===== config.mk =====
export PLATFORM = sky130hd
export DESIGN_NAME = i2c_coded_master
export DESIGN_NICKNAME = d
export VERILOG_FILES = /design/src/rtl/i2cm_pkg.sv /design/src/rtl/i2cm_tick.sv /design/src/rtl/i2cm_busmon.sv /design/src/rtl/i2cm_engine.sv /design/src/rtl/i2c_coded_master.sv
export SDC_FILE = /design/constraint.sdc
export NUM_CORES = 1
export LEC_CHECK = 0
export CAP_MARGIN = 25
export CORE_MARGIN = 5
export CORE_UTILIZATION = 32
export DETAILED_ROUTE_END_ITERATION = 7
export GPL_ROUTABILITY_DRIVEN = 0
export SETUP_SLACK_MARGIN = 0.1
export SLEW_MARGIN = 20
export SYNTH_ARGS = -nofsm -noshare
export SYNTH_HDL_FRONTEND = slang
export SYNTH_SLANG_ARGS = --single-unit

===== constraint.sdc =====
create_clock -name clk -period 2.5 [get_ports clk]
set_input_delay 0.75 -clock clk [delete_from_list [all_inputs] [get_ports clk]]
set_output_delay 0.75 -clock clk [all_outputs]
set_load 0.01 [all_outputs]

===== src/rtl/i2cm_pkg.sv =====
package i2cm_pkg;
  localparam int BYTE_W = 8;

  typedef enum logic [2:0] {PH_IDLE, PH_START, PH_HOLD, PH_BIT, PH_STOP} phase_e;

  localparam logic [7:0] CODE_START     = 8'h08;
  localparam logic [7:0] CODE_ADDR_ACK  = 8'h18;
  localparam logic [7:0] CODE_ADDR_NACK = 8'h20;
  localparam logic [7:0] CODE_DATA_ACK  = 8'h28;
  localparam logic [7:0] CODE_DATA_NACK = 8'h30;
  localparam logic [7:0] CODE_IDLE      = 8'hF8;

  localparam logic [1:0] REG_CTRL = 2'd0;
  localparam logic [1:0] REG_DATA = 2'd1;
  localparam logic [1:0] REG_STAT = 2'd2;
  localparam logic [1:0] REG_DIV  = 2'd3;

  localparam int CB_EN  = 0;
  localparam int CB_STA = 1;
  localparam int CB_STO = 2;
  localparam int CB_SI  = 3;
  localparam int CB_AA  = 4;
endpackage


===== src/rtl/i2cm_tick.sv =====
module i2cm_tick #(
  parameter int DIV_W = 8
) (
  input  logic             clk,
  input  logic             rst,
  input  logic [DIV_W-1:0] div,
  output logic             tick
);
  logic [DIV_W-1:0] cnt;

  always_ff @(posedge clk) begin
    if (rst) begin
      cnt  <= '0;
      tick <= 1'b0;
    end else if (cnt >= div) begin
      cnt  <= '0;
      tick <= 1'b1;
    end else begin
      cnt  <= cnt + 1'b1;
      tick <= 1'b0;
    end
  end
endmodule


===== src/rtl/i2cm_busmon.sv =====
module i2cm_busmon #(
  parameter int SYNC = 2
) (
  input  logic clk,
  input  logic rst,
  input  logic scl_i,
  input  logic sda_i,
  output logic sda_s,
  output logic busy
);
  logic [SYNC-1:0] scl_q, sda_q;
  logic scl_s, scl_p, sda_p;
  logic start_det, stop_det;

  assign scl_s = scl_q[SYNC-1];
  assign sda_s = sda_q[SYNC-1];
  assign start_det = scl_s & scl_p & sda_p & ~sda_s;
  assign stop_det  = scl_s & scl_p & ~sda_p & sda_s;

  always_ff @(posedge clk) begin
    if (rst) begin
      scl_q <= '1;
      sda_q <= '1;
      scl_p <= 1'b1;
      sda_p <= 1'b1;
      busy  <= 1'b0;
    end else begin
      scl_q <= {scl_q[SYNC-2:0], scl_i};
      sda_q <= {sda_q[SYNC-2:0], sda_i};
      scl_p <= scl_s;
      sda_p <= sda_s;
      if (start_det)     busy <= 1'b1;
      else if (stop_det) busy <= 1'b0;
    end
  end


  start_busy_chk: assert property (@(posedge clk) disable iff (rst)
    start_det |=> busy);


  stop_free_chk: assert property (@(posedge clk) disable iff (rst)
    stop_det |=> !busy);
endmodule


===== src/rtl/i2cm_engine.sv =====
module i2cm_engine
  import i2cm_pkg::*;
(
  input  logic        clk,
  input  logic        rst,
  input  logic        tick,
  input  logic        go_start,
  input  logic        si,
  input  logic        sto,
  input  logic [BYTE_W-1:0] data,
  input  logic        sda_s,
  output logic        scl_oe,
  output logic        sda_oe,
  output logic        ev_valid,
  output logic [7:0]  ev_code,
  output logic        sta_clr,
  output logic        stop_done
);
  localparam int CNT_W = $clog2(BYTE_W + 1);
  localparam logic [CNT_W-1:0] ACK_SLOT = CNT_W'(BYTE_W);

  phase_e            st;
  logic [1:0]        q;
  logic [CNT_W-1:0]  bitn;
  logic [BYTE_W-1:0] sh;
  logic              first, guard;

  always_ff @(posedge clk) begin
    if (rst) begin
      st        <= PH_IDLE;
      q         <= 2'd0;
      bitn      <= '0;
      sh        <= '0;
      first     <= 1'b0;
      guard     <= 1'b0;
      scl_oe    <= 1'b0;
      sda_oe    <= 1'b0;
      ev_valid  <= 1'b0;
      ev_code   <= CODE_IDLE;
      sta_clr   <= 1'b0;
      stop_done <= 1'b0;
    end else begin
      ev_valid  <= 1'b0;
      sta_clr   <= 1'b0;
      stop_done <= 1'b0;
      case (st)
        PH_IDLE: begin
          scl_oe <= 1'b0;
          sda_oe <= 1'b0;
          q      <= 2'd0;
          if (tick && go_start) st <= PH_START;
        end
        PH_START: if (tick) begin
          q <= q + 2'd1;
          case (q)
            2'd0: sda_oe <= 1'b1;
            2'd2: scl_oe <= 1'b1;
            2'd3: begin
              st       <= PH_HOLD;
              guard    <= 1'b1;
              first    <= 1'b1;
              ev_valid <= 1'b1;
              ev_code  <= CODE_START;
              sta_clr  <= 1'b1;
            end
            default: ;
          endcase
        end
        PH_HOLD: begin
          q <= 2'd0;
          if (guard) guard <= 1'b0;
          else if (tick && !si) begin
            if (sto) st <= PH_STOP;
            else begin
              st   <= PH_BIT;
              bitn <= '0;
              sh   <= data;
            end
          end
        end
        PH_BIT: if (tick) begin
          q <= q + 2'd1;
          case (q)
            2'd0: sda_oe <= (bitn == ACK_SLOT) ? 1'b0 : ~sh[BYTE_W-1];
            2'd1: scl_oe <= 1'b0;
            2'd3: begin
              scl_oe <= 1'b1;
              if (bitn == ACK_SLOT) begin
                st       <= PH_HOLD;
                guard    <= 1'b1;
                first    <= 1'b0;
                ev_valid <= 1'b1;
                ev_code  <= first ? (sda_s ? CODE_ADDR_NACK : CODE_ADDR_ACK)
                                  : (sda_s ? CODE_DATA_NACK : CODE_DATA_ACK);
              end else begin
                sh   <= {sh[BYTE_W-2:0], 1'b0};
                bitn <= bitn + 1'b1;
              end
            end
            default: ;
          endcase
        end
        PH_STOP: if (tick) begin
          q <= q + 2'd1;
          case (q)
            2'd0: sda_oe <= 1'b1;
            2'd1: scl_oe <= 1'b0;
            2'd3: begin
              sda_oe    <= 1'b0;
              st        <= PH_IDLE;
              stop_done <= 1'b1;
            end
            default: ;
          endcase
        end
        default: st <= PH_IDLE;
      endcase
    end
  end


  hold_scl_low_chk: assert property (@(posedge clk) disable iff (rst)
    (st == PH_HOLD) |-> scl_oe);


  sda_edge_chk: assert property (@(posedge clk) disable iff (rst)
    (st == PH_BIT && $past(st) == PH_BIT && sda_oe != $past(sda_oe))
      |-> (scl_oe && $past(scl_oe)));


  stop_release_chk: assert property (@(posedge clk) disable iff (rst)
    stop_done |-> (!scl_oe && !sda_oe && st == PH_IDLE));
endmodule


===== src/rtl/i2c_coded_master.sv =====
module i2c_coded_master
  import i2cm_pkg::*;
#(
  parameter int              DIV_W   = 8,
  parameter logic [DIV_W-1:0] DIV_RST = DIV_W'(9),
  parameter int              SYNC    = 2
) (
  input  logic       clk,
  input  logic       rst,
  input  logic       reg_we,
  input  logic [1:0] reg_addr,
  input  logic [7:0] reg_wdata,
  output logic [7:0] reg_rdata,
  output logic       irq,
  input  logic       scl_i,
  input  logic       sda_i,
  output logic       scl_oe,
  output logic       sda_oe
);
  logic             en, sta, sto, si, aa;
  logic [7:0]       data_r, status_r;
  logic [DIV_W-1:0] div_r;
  logic             tick, sda_s, busy;
  logic             ev_valid, sta_clr, stop_done;
  logic [7:0]       ev_code;

  i2cm_tick #(.DIV_W(DIV_W)) u_tick (
    .clk(clk), .rst(rst), .div(div_r), .tick(tick)
  );

  i2cm_busmon #(.SYNC(SYNC)) u_mon (
    .clk(clk), .rst(rst), .scl_i(scl_i), .sda_i(sda_i),
    .sda_s(sda_s), .busy(busy)
  );

  i2cm_engine u_eng (
    .clk(clk), .rst(rst), .tick(tick),
    .go_start(en & sta & ~si & ~busy),
    .si(si), .sto(sto), .data(data_r), .sda_s(sda_s),
    .scl_oe(scl_oe), .sda_oe(sda_oe),
    .ev_valid(ev_valid), .ev_code(ev_code),
    .sta_clr(sta_clr), .stop_done(stop_done)
  );

  always_ff @(posedge clk) begin
    if (rst) begin
      en        <= 1'b0;
      sta       <= 1'b0;
      sto       <= 1'b0;
      si        <= 1'b0;
      aa        <= 1'b0;
      data_r    <= '0;
      status_r  <= CODE_IDLE;
      div_r     <= DIV_RST;
      reg_rdata <= '0;
    end else begin
      if (reg_we) begin
        case (reg_addr)
          REG_CTRL: begin
            en  <= reg_wdata[CB_EN];
            sta <= reg_wdata[CB_STA];
            sto <= reg_wdata[CB_STO];
            aa  <= reg_wdata[CB_AA];
            if (!reg_wdata[CB_SI]) si <= 1'b0;
          end
          REG_DATA: data_r <= reg_wdata;
          REG_DIV:  div_r  <= DIV_W'(reg_wdata);
          default: ;
        endcase
      end
      if (ev_valid) begin
        si       <= 1'b1;
        status_r <= ev_code;
      end
      if (sta_clr) sta <= 1'b0;
      if (stop_done) begin
        sto      <= 1'b0;
        status_r <= CODE_IDLE;
      end
      case (reg_addr)
        REG_CTRL: reg_rdata <= {3'b000, aa, si, sto, sta, en};
        REG_DATA: reg_rdata <= data_r;
        REG_STAT: reg_rdata <= status_r;
        default:  reg_rdata <= 8'(div_r);
      endcase
    end
  end

  assign irq = si;


  si_source_chk: assert property (@(posedge clk) disable iff (rst)
    $rose(si) |-> $past(ev_valid));


  sta_auto_clr_chk: assert property (@(posedge clk) disable iff (rst)
    sta_clr |=> !sta);


  sto_auto_clr_chk: assert property (@(posedge clk) disable iff (rst)
    stop_done |=> (!sto && status_r == CODE_IDLE));
endmodule


[Word level (Yosys, flattened, before mapping)]
Cells that the tools add are included.
Operators by class
  order comparisons: 1
  mux-type cells: 76
  reductions and logical operators: 32
  bitwise logic cells: 15
  eq/ne operators: 31
  add/subtract/negate cells: 3
Operators with widths (count)
  2-to-1 mux 8 bit: 12
  2-to-1 mux 3 bit: 11
  one-hot mux 8 bit (2 select lines): 2
  2-to-1 mux 1 bit: 31
  2-to-1 mux 4 bit: 6
  one-hot mux 8 bit (3 select lines): 1
  AND reduction 7 bit: 3
  != test 2 x 1 -> 1 bit, second input constant: 10
  != test 2 bit, second input constant: 8
  one-hot mux 3 bit (5 select lines): 1
  AND reduction 6 bit: 2
  nonzero test 2 bit: 6
  OR reduction 2 bit: 6
  AND reduction 10 bit: 1
  adder 8 x 1 -> 8 bit, second input constant: 1
  bitwise AND 1 bit: 8
  equality test 2 bit, second input constant: 4
  greater-or-equal comparator 8 bit: 1
  one-hot mux 1 bit (2 select lines): 4
  one-hot mux 1 bit (4 select lines): 2
  one-hot mux 4 bit (2 select lines): 1
  AND reduction 2 bit: 4
  NOT 1 bit: 7
  equality test 3 x 2 -> 1 bit, second input constant: 2
  21 further kinds: 24
Storage, ports and cells
  logic and storage cells: 186
  output and inout port bits: 11
  register bits: 85
  bits of input ports: 15

[Logic depth before layout (Yosys ltp)]
Gate-level depths: netlist of the first run.
  depth in word-level cells: 6
  depth in mapped cells: 6
  depth with buffers taken out: 6

[Cells and area by module]
From an unflattened synthesis of the first run, not the netlist that was laid out.
Second synthesis, totals
  cell total of the unflattened synthesis: 410
  area total of the unflattened synthesis: 4013.8 sq um
By module, submodules not included
  i2cm_engine: area each 1631.6 sq um, times used 1, sequential area each 560.5 sq um, cells an instance 186
  i2c_coded_master: area each 1586.5 sq um, times used 1, sequential area each 740.7 sq um, cells an instance 147
  i2cm_tick: area each 590.6 sq um, times used 1, sequential area each 180.2 sq um, cells an instance 59
  i2cm_busmon: area each 205.2 sq um, times used 1, sequential area each 140.1 sq um, cells an instance 18

[Worst setup path after synthesis of the first run]
OpenSTA, ideal clock, no wires.
  path type: input to register
  from: input reg_addr[0]
  to: register reg_rdata[5]
  buffers on the path: 2
  data required time: 2372 ps
  library setup time: 128 ps
  cell stages on the path: 5
  arrival: 1895 ps
  setup slack: 478 ps
  path through: clkbuf_1 > clkbuf_1 > mux2_2 > a22oi_1 > nor2_1
On the way
  word-level cells in the longest chain between the ends: 2
  elaborated cells on any way between the ends: 4
  those cells by class: eq/ne: 2; mux: 1; reduce/logical: 1
Ends and longest elaborated chain
  start, declared: RTL line i2c_coded_master.sv:11  | input logic [1:0] reg_addr,
  equality test 2 bit, or another cell as far along: RTL line i2c_coded_master.sv:80  | case (reg_addr)
  one-hot mux 8 bit (3 select lines) (*): RTL line i2c_coded_master.sv:80
  end signal, assigned: RTL line i2c_coded_master.sv:81  | REG_CTRL: reg_rdata <= {3'b000, aa, si, sto, sta, en};
  end signal, assigned: RTL line i2c_coded_master.sv:82  | REG_DATA: reg_rdata <= data_r;
  end signal, assigned: RTL line i2c_coded_master.sv:83  | REG_STAT: reg_rdata <= status_r;
  end, declared: RTL line i2c_coded_master.sv:13  | output logic [7:0] reg_rdata,
Every way passes the cells marked *; elsewhere a longest branch is shown, timed or not.
A chain may end at the register's enable or synchronous reset.

[Final worst setup path of the first run]
  from: register si (netlist: irq)
  to: output irq
RTL lines
  start, declared: RTL line i2c_coded_master.sv:20  | logic en, sta, sto, si, aa;
  start signal, assigned: RTL line i2c_coded_master.sv:50  | si <= 1'b0;
  start signal, assigned: RTL line i2c_coded_master.sv:64  | if (!reg_wdata[CB_SI]) si <= 1'b0;
  start signal, assigned: RTL line i2c_coded_master.sv:72  | si <= 1'b1;
  end, declared: RTL line i2c_coded_master.sv:14  | output logic irq,
No word-level cell between the ends.

==> results of run 1 <==
## cells in the final DEF (no fill, tap or decap), types with 2 or more instances in the layout
cell type and n:
o21ai_0 11, nor2_1 27, a21oi_1 37, clkdlybuf4s50_1 24
dfxtp_1 77, o21a_1 2, nand4_1 4, clkinv_4 3
nor3_1 9, nand2_1 43, ha_1 16, nand2b_1 8
and4_1 2, nor2b_1 6, clkbuf_8 9, mux2i_1 11
and3_1 5, a211oi_1 4, or2_2 8, inv_1 15
a211o_1 3, a21o_1 6, o22ai_1 2, mux4_2 2
a22oi_1 3, buf_4 10, nand3b_1 4, nor4_1 2
xor2_1 5, a31oi_1 6, or3_1 2, a311oi_1 9
nand3_1 21
## metal layers
metal	vias to the layer above	part of all wire	wire, µm	track usage
met1	1357	0.49	4060	0.185
met4	0	0.015	126	0.0459
li1	1445	-	-	-
met3	10	0.042	351	0.0328
met2	37	0.45	3770	0.206
met5	-	0	0	0
## power breakdown
group / switching [W] / leakage, nW / total (W) / internal, W
combinational: 0.0000934 / 0.741 / 0.000175 / 0.0000812
sequential: 0.0000246 / 0.625 / 0.00128 / 0.00125
clock: 0.000506 / 0.102 / 0.000983 / 0.000476
total: 0.000625 / 1.47 / 0.00244 / 0.00181
## cell families after synthesis
group                    count (synthesis)  synth area share
AO/OA/AOI/OAI                           95             0.182
buffers and inverters                   40            0.0439
AND/OR/NAND/NOR                        146             0.210
flip-flops                              77             0.443
XOR/XNOR                                 6            0.0151
multiplexers                            14            0.0478
adder cells (fa/ha/maj)                 16            0.0575
## timing repair
item	CTS	global route
resized for setup	0	1
endpoints found under the setup margin	0	7
buffers inserted	0	0
## layout make-up
| cell class | instances | area, µm² |
|---|---|---|
| inverters | 15 | 56.3 |
| flip-flops and latches | 77 | 1540 |
| clock inverters | 7 | 83.8 |
| well taps | 140 | 175 |
| fillers | 1110 | 6660 |
| multi-input cells | 277 | 1790 |
| repair buffers | 35 | 320 |
| clock buffers | 9 | 124 |
## state kept, by name, summed over array words and instances (netlist names), 2 cells and up
| signal | cells |
|---|---|
| data_r | 8 |
| div_r | 8 |
| reg_rdata | 8 |
| u_eng.sh | 8 |
| u_tick.cnt | 8 |
| status_r | 4 |
| u_eng.bitn | 4 |
| u_eng.ev_code | 4 |
| u_eng.st | 3 |
| u_eng.q | 2 |
| u_mon.scl_q | 2 |
| u_mon.sda_q | 2 |
## worst max-delay path by stage
stage,from,to,slack (ns),depth (start not counted)
after detailed placement,reg_addr[1],sta,0.24,4
after floorplan,reg_addr[0],reg_rdata[5],0.48,5
final,irq,irq,0.36,1
after global placement,reg_addr[0],irq,0.28,6
after global routing,div_r[6],u_tick.cnt[4],0.21,6
after CTS,div_r[6],u_tick.cnt[4],0.31,6
## stage by stage
stage                     total power, W   util
final                            0.00244  0.380
after global routing             0.00256  0.380
after CTS                        0.00247  0.380
after detailed placement         0.00148  0.361
after global placement           0.00148  0.361
after floorplan                  0.00140      -
==> summary.txt, run 1 <==
Outcome
  – Status: completed

Clocking
  – Longest Clk Path Bufs: 2
  – Clock sinks: slightly below 80
  – H-tree level count: 3
  – Total CTS buffers: 9
  – CTS tree: yes
  – CTS root buf: clkbuf_8
  – CTS Hold Bufs: 0
  – Clk slew on worst S/H paths: 0.09 ns
  – Worst skew pair latency: 0.36 ns

Timing
  – Slew HR: 0.447
  – Setup WS post-layout: 0.361 ns
  – RSZ-0062 raised after global routing: no
  – Hold Fails Final Rpt: 0
  – Worst Max-Slew Pin Slew: approximately 0.82 ns
  – Final worst-path cycle share: 0.855
  – Clock skew: 0.00829 ns
  – Fmax: 0.468 GHz
  – Setup TNS: 0 ns
  – Setup-failing EPs final: 0
  – Slew Viols, Final: 0
  – WHS: between 0.3 and 0.4 ns
  – Crit path time final: between 2 and 2.5 ns

Worst setup path
  – CP delay by family, top: buffers and inverters
  – Worst-path cell chain: clkdlybuf4s50_1
  – Buf/Inv on CP: 1
  – Critical path class: reg2out
  – Critical R2R Capture: u_tick.cnt[4]
  – Worst Setup End Kind: output port
  – CP startpoint kind: register
  – Worst endpoint data arrival time: approximately 1.4 ns
  – Slowest stage delay, CP: around 0.58 ns
  – Worst reg2reg setup slack: ~0.46 ns
  – Reg-to-reg critical path startpoint: div_r[6]
  – Reg2reg path depth: 6
  – Slowest cell on the critical path: clkdlybuf4s50_1
  – Worst Path Required: 1.75 ns
  – Worst Path Max Fanout: 5

Placement
  – Pre-CTS WS: between 0.2 and 0.25 ns
  – Port bufs: 25
  – Placed inst area: about 3900 µm²
  – Detailed-placement wirelength estimate: 5920 µm
  – Dpl cells: ~540

Global route
  – Overall global routing resource usage: 0.135
  – Global route overflow: 0
  – First-pass GRT wire length: between 10000 and 15000 µm
  – Initial antenna violation count: 0
  – Largest net degree at the start of global routing: 67
  – Vias in the first global route: 2794

Synth
  – FFs w/ async S/R, synth: 0
  – Ys Warns: 0
  – Synth top area share: 0.443
  – Post-synth EDFFs: 0
  – Mapped Area: between 3000 and 4000 µm²
  – Syn Nets: ~430
  – Synthesized instance count: a little under 400
  – Ys flop type: dfxtp_1
  – Largest cells by area after synthesis: dfxtp_1 44%, ha_1 5.8%, a21oi_1 5.3%, nand2_1 4.6%, mux2i_1 3.2%
  – Avg Inst Size Synth: ~9 µm²
  – Most frequent cell after synthesis: dfxtp_1
  – Cell variety after synth: 49
  – Register area share after synthesis: 0.443
  – Synth top cells by count: 77 x dfxtp_1, 43 x nand2_1, 37 x a21oi_1
  – Synth area leader: dfxtp_1
  – Post-synthesis sequential element count: 77

Floorplanning
  – Die area: about 13000 µm²
  – Starting Density: 0.324
  – Core box area: ~11000 µm²
  – Chip Height: 114 µm
  – Io pins: 26
  – Die W: between 100 and 150 µm
  – Rows: 38

Worst hold path
  – Hold Path Cell Cnt: 1
  – Worst Min Path Start: u_eng.sta_clr
  – Hold/Removal Path Class: reg2reg
  – Hold Path Sink: sta

Pwr
  – Static Leak: about 1.5 nW
  – PD cells: 596 nW/µm²
  – VDD IR-drop max: between 0.2 and 0.3 mV

Routing
  – Via count of the routed design: between 2000 and 3000
  – Pre-antenna DRT Iters: 4
  – Routed length per instance: between 10 and 15 µm
  – Routed Antenna Nets: 0
  – DR iter-0 viols: 222
  – Vias/cell: around 5.1
  – Detailed Route WL: 8300 µm
  – Residual DRC: 0

Final layout
  – Nets: between 400 and 500
  – Layout cells sized above 1: 0.105
  – Post-route insts no fill: between 500 and 600
  – Layout area overhead: 17.5%
  – Diodes inserted: 0
  – Design area: approximately 4100 µm²

Run
  – Max_cap viols: 0
Power figures use the tool's default switching activity.
==> run 2: changes to the inputs <==
ABC_AREA = 0   (was not set)
==> results of run 2 <==
Final layout, timing and power as in run 1 (identical DEF).
